==> config.mk <==
export PLATFORM = sky130hd
export DESIGN_NAME = sram_strobe_seq
export DESIGN_NICKNAME = d
export VERILOG_FILES = /design/src/rtl/sram_seq_pkg.sv /design/src/rtl/sram_req_hold.sv /design/src/rtl/sram_phase_fsm.sv /design/src/rtl/sram_pin_decode.sv /design/src/rtl/sram_strobe_seq.sv
export SDC_FILE = /design/constraint.sdc
export NUM_CORES = 1
export LEC_CHECK = 0
export BUFFER_PORTS_ARGS = -buffer_cell sky130_fd_sc_hd__buf_2
export CORE_MARGIN = 2
export CORE_UTILIZATION = 52
export CTS_BUF_LIST = sky130_fd_sc_hd__clkbuf_4 sky130_fd_sc_hd__clkbuf_8
export CTS_CLUSTER_DIAMETER = 120
export DETAILED_ROUTE_END_ITERATION = 6
export PLACE_DENSITY = 0.94
export SLEW_MARGIN = 20
export SYNTH_ARGS = -nofsm -noshare
export SYNTH_HDL_FRONTEND = slang
export SYNTH_SLANG_ARGS = --single-unit
==> constraint.sdc <==
create_clock -name clk -period 3.35 [get_ports clk]
set_input_delay 0.335 -clock clk [delete_from_list [all_inputs] [get_ports clk]]
set_output_delay 0.335 -clock clk [all_outputs]
set_load 0.01 [all_outputs]
==> src/rtl/sram_seq_pkg.sv <==
package sram_seq_pkg;

    typedef enum logic [1:0] {
        PH_IDLE    = 2'd0,
        PH_SETUP   = 2'd1,
        PH_STROBE  = 2'd2,
        PH_RECOVER = 2'd3
    } phase_e;

    typedef struct packed {
        logic sel_n;
        logic sel;
        logic we_n;
        logic oe_n;
        logic dq_oe;
    } ram_pins_t;

    function automatic int ns_to_cyc(input int ns, input int clk_ns);
        return (ns + clk_ns - 1) / clk_ns;
    endfunction

    function automatic int max2(input int a, input int b);
        return (a > b) ? a : b;
    endfunction

    // strobe length of a write in cycles
    function automatic int wr_strobe_cyc(input int clk_ns, input int wp_ns, input int aw_ns,
                                         input int dw_ns, input int whz_ns, input int oe_low);
        int len;
        len = max2(ns_to_cyc(wp_ns, clk_ns), ns_to_cyc(aw_ns, clk_ns) - 1);
        len = max2(len, ns_to_cyc(dw_ns, clk_ns) - 1);
        len = max2(len, 1);
        if (oe_low != 0) begin
            len = max2(len, ns_to_cyc(whz_ns, clk_ns) + ns_to_cyc(dw_ns, clk_ns));
            len = max2(len, (whz_ns + dw_ns) / clk_ns + 1);
        end
        return len;
    endfunction

    // output-enable window of a read in cycles (one setup cycle precedes it)
    function automatic int rd_strobe_cyc(input int clk_ns, input int aa_ns, input int oe_ns);
        return max2(max2(ns_to_cyc(aa_ns, clk_ns) - 1, ns_to_cyc(oe_ns, clk_ns)), 1);
    endfunction

    function automatic int recover_cyc(input int clk_ns, input int cycle_ns,
                                       input int strobe, input int floor_cyc);
        return max2(floor_cyc, ns_to_cyc(cycle_ns, clk_ns) - 1 - strobe);
    endfunction

endpackage

==> src/rtl/sram_req_hold.sv <==
module sram_req_hold #(
    parameter int ADDR_W = 17,
    parameter int DATA_W = 8
) (
    input  logic              clk,
    input  logic              rst,
    input  logic              take,
    input  logic              in_wr,
    input  logic [ADDR_W-1:0] in_addr,
    input  logic [DATA_W-1:0] in_wdata,
    output logic              wr_q,
    output logic [ADDR_W-1:0] addr_q,
    output logic [DATA_W-1:0] wdata_q
);

    always_ff @(posedge clk) begin
        if (rst) begin
            wr_q    <= 1'b0;
            addr_q  <= '0;
            wdata_q <= '0;
        end else if (take) begin
            wr_q    <= in_wr;
            addr_q  <= in_addr;
            wdata_q <= in_wdata;
        end
    end

endmodule

==> src/rtl/sram_phase_fsm.sv <==
module sram_phase_fsm
    import sram_seq_pkg::*;
#(
    parameter int CNT_W     = 4,
    parameter int WR_STROBE = 7,
    parameter int WR_RECOV  = 2,
    parameter int RD_STROBE = 8,
    parameter int RD_RECOV  = 1
) (
    input  logic             clk,
    input  logic             rst,
    input  logic             req,
    input  logic             wr_q,
    output phase_e           phase,
    output logic [CNT_W-1:0] cnt,
    output logic             ready,
    output logic             take,
    output logic             sample
);

    localparam logic [CNT_W-1:0] WR_STR_LAST = CNT_W'(WR_STROBE - 1);
    localparam logic [CNT_W-1:0] RD_STR_LAST = CNT_W'(RD_STROBE - 1);
    localparam logic [CNT_W-1:0] WR_REC_LAST = CNT_W'(WR_RECOV - 1);
    localparam logic [CNT_W-1:0] RD_REC_LAST = CNT_W'(RD_RECOV - 1);

    assign ready  = (phase == PH_IDLE);
    assign take   = req && ready;
    assign sample = (phase == PH_STROBE) && (cnt == '0) && !wr_q;

    always_ff @(posedge clk) begin
        if (rst) begin
            phase <= PH_IDLE;
            cnt   <= '0;
        end else begin
            unique case (phase)
                PH_IDLE: begin
                    if (take) begin
                        phase <= PH_SETUP;
                        cnt   <= '0;
                    end
                end
                PH_SETUP: begin
                    phase <= PH_STROBE;
                    cnt   <= wr_q ? WR_STR_LAST : RD_STR_LAST;
                end
                PH_STROBE: begin
                    if (cnt == '0) begin
                        phase <= PH_RECOVER;
                        cnt   <= wr_q ? WR_REC_LAST : RD_REC_LAST;
                    end else begin
                        cnt <= cnt - 1'b1;
                    end
                end
                PH_RECOVER: begin
                    if (cnt == '0) phase <= PH_IDLE;
                    else           cnt   <= cnt - 1'b1;
                end
                default: phase <= PH_IDLE;
            endcase
        end
    end


    setup_single_chk: assert property (@(posedge clk) disable iff (rst)
        phase == PH_SETUP |=> phase == PH_STROBE);


    busy_after_take_chk: assert property (@(posedge clk) disable iff (rst)
        take |=> !ready);

endmodule

==> src/rtl/sram_pin_decode.sv <==
module sram_pin_decode
    import sram_seq_pkg::*;
#(
    parameter int DATA_W      = 8,
    parameter int CNT_W       = 4,
    parameter int KEEP_OE_LOW = 0,
    parameter int WR_STROBE   = 7,
    parameter int WR_RECOV    = 2,
    parameter int WHZ_CYC     = 4
) (
    input  phase_e            phase,
    input  logic [CNT_W-1:0]  cnt,
    input  logic              wr_q,
    input  logic [DATA_W-1:0] wdata_q,
    output ram_pins_t         pins,
    output logic [DATA_W-1:0] dq_out
);

    logic selected;
    logic wr_strobe;
    logic rd_strobe;
    logic bus_drive;
    logic oe_pin_n;

    always_comb begin
        selected  = (phase == PH_SETUP) || (phase == PH_STROBE);
        wr_strobe = (phase == PH_STROBE) && wr_q;
        rd_strobe = (phase == PH_STROBE) && !wr_q;
    end

    generate
        if (KEEP_OE_LOW != 0) begin : g_oe_low
            // drive only once the RAM has released the bus after the strobe fell
            localparam logic [CNT_W-1:0] LATE_CNT = CNT_W'(WR_STROBE - 1 - WHZ_CYC);
            assign bus_drive = wr_strobe && (cnt <= LATE_CNT);
            assign oe_pin_n  = !(rd_strobe || (selected && wr_q));
        end else begin : g_oe_high
            localparam logic [CNT_W-1:0] HOLD_CNT = CNT_W'(WR_RECOV - 1);
            assign bus_drive = wr_q && (selected || ((phase == PH_RECOVER) && (cnt == HOLD_CNT)));
            assign oe_pin_n  = !rd_strobe;
        end
    endgenerate

    assign pins = '{sel_n: !selected, sel: selected, we_n: !wr_strobe,
                    oe_n: oe_pin_n, dq_oe: bus_drive};
    assign dq_out = wdata_q;

endmodule

==> src/rtl/sram_strobe_seq.sv <==
module sram_strobe_seq
    import sram_seq_pkg::*;
#(
    parameter int ADDR_W      = 17,
    parameter int DATA_W      = 8,
    parameter int CLK_NS      = 8,
    parameter int KEEP_OE_LOW = 0,
    parameter int T_WC_NS     = 70,
    parameter int T_WP_NS     = 45,
    parameter int T_AW_NS     = 60,
    parameter int T_DW_NS     = 30,
    parameter int T_WHZ_NS    = 25,
    parameter int T_RC_NS     = 70,
    parameter int T_AA_NS     = 70,
    parameter int T_OE_NS     = 35
) (
    input  logic              clk,
    input  logic              rst,
    input  logic              host_req,
    input  logic              host_wr,
    input  logic [ADDR_W-1:0] host_addr,
    input  logic [DATA_W-1:0] host_wdata,
    output logic              host_ready,
    output logic [DATA_W-1:0] rd_data,
    output logic              rd_valid,
    output logic [ADDR_W-1:0] ram_addr,
    output logic              ram_sel_n,
    output logic              ram_sel,
    output logic              ram_we_n,
    output logic              ram_oe_n,
    output logic [DATA_W-1:0] ram_dq_out,
    output logic              ram_dq_oe,
    input  logic [DATA_W-1:0] ram_dq_in
);

    localparam int WR_STROBE = wr_strobe_cyc(CLK_NS, T_WP_NS, T_AW_NS, T_DW_NS, T_WHZ_NS, KEEP_OE_LOW);
    localparam int WR_RECOV  = recover_cyc(CLK_NS, T_WC_NS, WR_STROBE, 2);
    localparam int RD_STROBE = rd_strobe_cyc(CLK_NS, T_AA_NS, T_OE_NS);
    localparam int RD_RECOV  = recover_cyc(CLK_NS, T_RC_NS, RD_STROBE, 1);
    localparam int WHZ_CYC   = ns_to_cyc(T_WHZ_NS, CLK_NS);
    localparam int CNT_MAX   = max2(max2(WR_STROBE, RD_STROBE), max2(WR_RECOV, RD_RECOV));
    localparam int CNT_W     = $clog2(CNT_MAX + 1);

    phase_e            phase;
    logic [CNT_W-1:0]  cnt;
    logic              take;
    logic              sample;
    logic              wr_q;
    logic [DATA_W-1:0] wdata_q;
    ram_pins_t         pins;

    sram_req_hold #(.ADDR_W(ADDR_W), .DATA_W(DATA_W)) u_hold (
        .clk(clk), .rst(rst), .take(take),
        .in_wr(host_wr), .in_addr(host_addr), .in_wdata(host_wdata),
        .wr_q(wr_q), .addr_q(ram_addr), .wdata_q(wdata_q)
    );

    sram_phase_fsm #(
        .CNT_W(CNT_W), .WR_STROBE(WR_STROBE), .WR_RECOV(WR_RECOV),
        .RD_STROBE(RD_STROBE), .RD_RECOV(RD_RECOV)
    ) u_fsm (
        .clk(clk), .rst(rst), .req(host_req), .wr_q(wr_q),
        .phase(phase), .cnt(cnt), .ready(host_ready), .take(take), .sample(sample)
    );

    sram_pin_decode #(
        .DATA_W(DATA_W), .CNT_W(CNT_W), .KEEP_OE_LOW(KEEP_OE_LOW),
        .WR_STROBE(WR_STROBE), .WR_RECOV(WR_RECOV), .WHZ_CYC(WHZ_CYC)
    ) u_pins (
        .phase(phase), .cnt(cnt), .wr_q(wr_q), .wdata_q(wdata_q),
        .pins(pins), .dq_out(ram_dq_out)
    );

    assign ram_sel_n = pins.sel_n;
    assign ram_sel   = pins.sel;
    assign ram_we_n  = pins.we_n;
    assign ram_oe_n  = pins.oe_n;
    assign ram_dq_oe = pins.dq_oe;

    always_ff @(posedge clk) begin
        if (rst) begin
            rd_data  <= '0;
            rd_valid <= 1'b0;
        end else begin
            rd_valid <= sample;
            if (sample) rd_data <= ram_dq_in;
        end
    end


    reset_idle_chk: assert property (@(posedge clk)
        rst |=> host_ready && ram_sel_n && !ram_sel && ram_we_n && ram_oe_n && !ram_dq_oe && !rd_valid);


    addr_still_chk: assert property (@(posedge clk) disable iff (rst)
        !ram_we_n |-> $stable(ram_addr));


    addr_busy_chk: assert property (@(posedge clk) disable iff (rst)
        !host_ready && !take |=> $stable(ram_addr));


    drive_oe_high_chk: assert property (@(posedge clk) disable iff (rst)
        (KEEP_OE_LOW != 0) || !ram_dq_oe || ram_oe_n);


    no_fight_chk: assert property (@(posedge clk) disable iff (rst)
        ram_dq_oe |-> !(!ram_sel_n && ram_sel && !ram_oe_n && ram_we_n));


    turnaround_chk: assert property (@(posedge clk) disable iff (rst)
        (!ram_sel_n && !ram_oe_n && ram_we_n && $past(ram_oe_n)) |-> !$past(ram_dq_oe));


    sel_pair_chk: assert property (@(posedge clk) disable iff (rst)
        (ram_sel_n != ram_sel) && (!ram_we_n -> ram_sel));


    valid_pulse_chk: assert property (@(posedge clk) disable iff (rst)
        rd_valid |=> !rd_valid);

endmodule

==> metrics.cfg <==
[outcome]
status=finished clean

[pwr]
p_comb_share_pct=42.6
peakVddDrop_v=0.000448
power.share.clock_pct=16.9
power.density_nw_per_um2=722
seq_power_share_pct=40.6
p_leak_uw=0.00106
power_uw=1560
internal-power_uw=947
p_sw_uw=614
sw_frac_of_total_pct=39.3

[logic_synthesis]
netlist_area_um2=1710
synth.distinct_cells=29
ys_ff_latch=41
syn-num-nets=245
avgSynthCellArea_um2=8.50
syn_inst=201
yosysWarnings=0
synth-seq-area-share_pct=48.0

[route]
drcViolationCount=0
drt-initial-drc-count=20
vias_per_cell=5.13
detail-route-antenna-nets=0
avgRoutedWirePerCell_um=12.5
vias=1631
drt_pass1_iterations=4
wirelength_um=3960

[cts]
htreeDepth=2
clk_latency_ns=0.35
cts_resized=0
numCtsBuffers=5
hold_buffers=0
clk_pin_slew_ns=0.13
cts_setup_buffers=0
cts_tree=built
cts.sinks=41
ctsRootBufferMaster=clkbuf_4
cts.path.max_buffers=2

[sta]
fin_skew_ns=0.00834
rsz0062_at_grt=no
fin_tns_setup_ns=0
finalSetupViolations=0
slew_headroom_pct=42.4
fin_crit_ns=1.97
fin_crit_sh_pct=58.7
finalHoldViolations=0
drv_slew=0
tightest_slew_ns=0.864
fmax_ghz=0.509

[setup_path]
end_kind=output pin
crit_chain=inv_1, ha_1, inv_1, a21boi_0, buf_2
crit_top_cell=inv_1
timing.critical_path.buf_inv=3
worstPathRequired_ns=3.01
worstPathMaxFanout=5
cp-start-kind=flip-flop
arrival_ns=1.63
path_class=reg -> out
cpMaxStageDelayCell=dfxtp_1
cp_top_family=flip-flops
cpPeakStageDelay_ns=0.42

[placed_design]
dp.cells=310
gp_congestion=0.902
dpl.hpwl_um=2810
place.port_buffers=76

[hold_path]
min_path_type=in -> reg

[die]
dieArea_um2=3760
die_y_um=61.3
row_count=20
core-area_um2=3080
start_util_pct=55.5
boundaryPins=77
die_w_um=61.3

[global_routing]
grt_use_total_pct=22.0
antenna_found_initial=0
grt_pass1_vias=1463
grt_max_degree=42
gr-total-overflow=0
grt_first_pass_wirelength_um=6170

[cells_and_area]
drive_gt1_share_pct=32.8
syn_to_final_growth_pct=26.4
fillers=259
stdcell_count=318
nNetsFinal=317
antenna_cells=0

[run]
maxCapViolCount=0

cells by family (layout without fill, tap and decap cells):
logic type,Yosys count,count (layout),share of synthesized area (%)
and+or+nand+nor,84,84,22.5
AOI/OAI and AO/OA,42,42,14.6
DFF,41,41,48.0
buffers and inverters,18,91,4.39
muxes,9,9,5.27
adders and majority gates,7,7,5.12
through the flow:
stage	area [µm²]	util, %	hold WS, ns	setup WS [ns]
4_1_cts	2160	70.2	0.197	1.37
6_report	2160	70.2	0.204	1.38
3_5_place_dp	2100	68.1	0.445	1.44
5_1_grt	2160	70.2	0.196	1.21
2_1_floorplan	1710	-	0.471	1.80
3_3_place_gp	2100	68.1	0.439	1.52
Yosys cell counts:
library cell / number / area (µm²)
nand2b_1: 3 / 18.8
nand3_1: 1 / 5.00
a21boi_0: 1 / 7.51
clkbuf_1: 5 / 18.8
nor2_1: 13 / 48.8
buf_1: 2 / 7.51
nor4_1: 5 / 31.3
mux2i_1: 9 / 90.1
dfxtp_1: 41 / 821
buf_4: 1 / 7.51
o2bb2ai_2: 1 / 15.0
buf_2: 3 / 15.0
a21oi_1: 30 / 150
o21ai_0: 2 / 10.0
o21bai_1: 1 / 7.51
or3b_4: 1 / 11.3
o22ai_1: 1 / 6.26
ha_1: 7 / 87.6
o22ai_2: 1 / 12.5
and2_1: 1 / 6.26
nor4b_4: 1 / 23.8
a211oi_1: 2 / 15.0
inv_1: 7 / 26.3
nor3_1: 3 / 15.0
nand2_1: 55 / 206
nor3b_4: 1 / 18.8
o21ai_1: 1 / 5.00
a211oi_2: 1 / 12.5
o2111ai_1: 1 / 8.76
tightest hold or removal path: cells and delay by family:
kind,cells,cell delay (ns)
compound gates,1,0.05
buf+inv,1,0.09
simple gates,1,0.04
power by group through the flow:
stage	logic (µW)	registers (µW)	clock network, µW
after detailed placement	660	643	0
after global routing	736	645	289
final	664	633	263
after floorplan	444	668	0
after CTS	668	633	270
after global placement	640	639	0
routing by layer:
metal  up-vias  global-route usage (%)  share of wire, %
met5         -                       0                 0
met4         0                    8.81               1.6
met3         8                    9.03               9.4
met2        65                    35.1                47
met1       747                    26.5                42
li1        811                       -                 -
worst paths after layout:
kind / from / to / cells after the start / slack, ns
hold reg to reg: u_hold.wdata_q[0] / u_hold.wdata_q[0] / 2 / 0.46
setup / recovery: u_fsm.phase[1] / ram_dq_oe / 5 / 1.38
setup reg to reg: u_fsm.phase[1] / u_hold.wdata_q[6] / 5 / 1.41
hold / removal: host_addr[9] / u_hold.addr_q[9] / 3 / 0.20
sequential cells by signal, indices dropped and copies added (netlist names):
register        flops
rd_valid            1
rd_data             8
u_hold.addr_q      17
u_fsm.phase         2
u_hold.wr_q         1
u_fsm.cnt           4
u_hold.wdata_q      8
cell type report:
cell class                      count  area (µm²)  share of cell area (%)
Clock buffer                        6        51.3                    2.37
Clock inverter                      2        13.8                   0.637
Inverter                            7        26.3                    1.22
Multi-Input combinational cell    142         813                    37.6
Sequential cell                    41         821                    38.0
Tap cell                           44        55.1                    2.55
Timing Repair Buffer               76         380                    17.6
cells in the final DEF (no fill, tap or decap), drive strengths merged, types with 2 or more instances in the layout:
| master | Yosys | final |
|---|---|---|
| nor2 | 13 | 13 |
| a211oi | 3 | 3 |
| dfxtp | 41 | 41 |
| o21ai | 3 | 3 |
| mux2i | 9 | 9 |
| o22ai | 2 | 2 |
| nor4 | 5 | 5 |
| ha | 7 | 7 |
| nor3 | 3 | 3 |
| nand2b | 3 | 3 |
| nand2 | 55 | 55 |
| buf | 6 | 76 |
| clkbuf | 5 | 6 |
| clkinv | 0 | 2 |
| a21oi | 30 | 30 |
| inv | 7 | 7 |
Note: power is estimated with default switching activity, not from simulation.
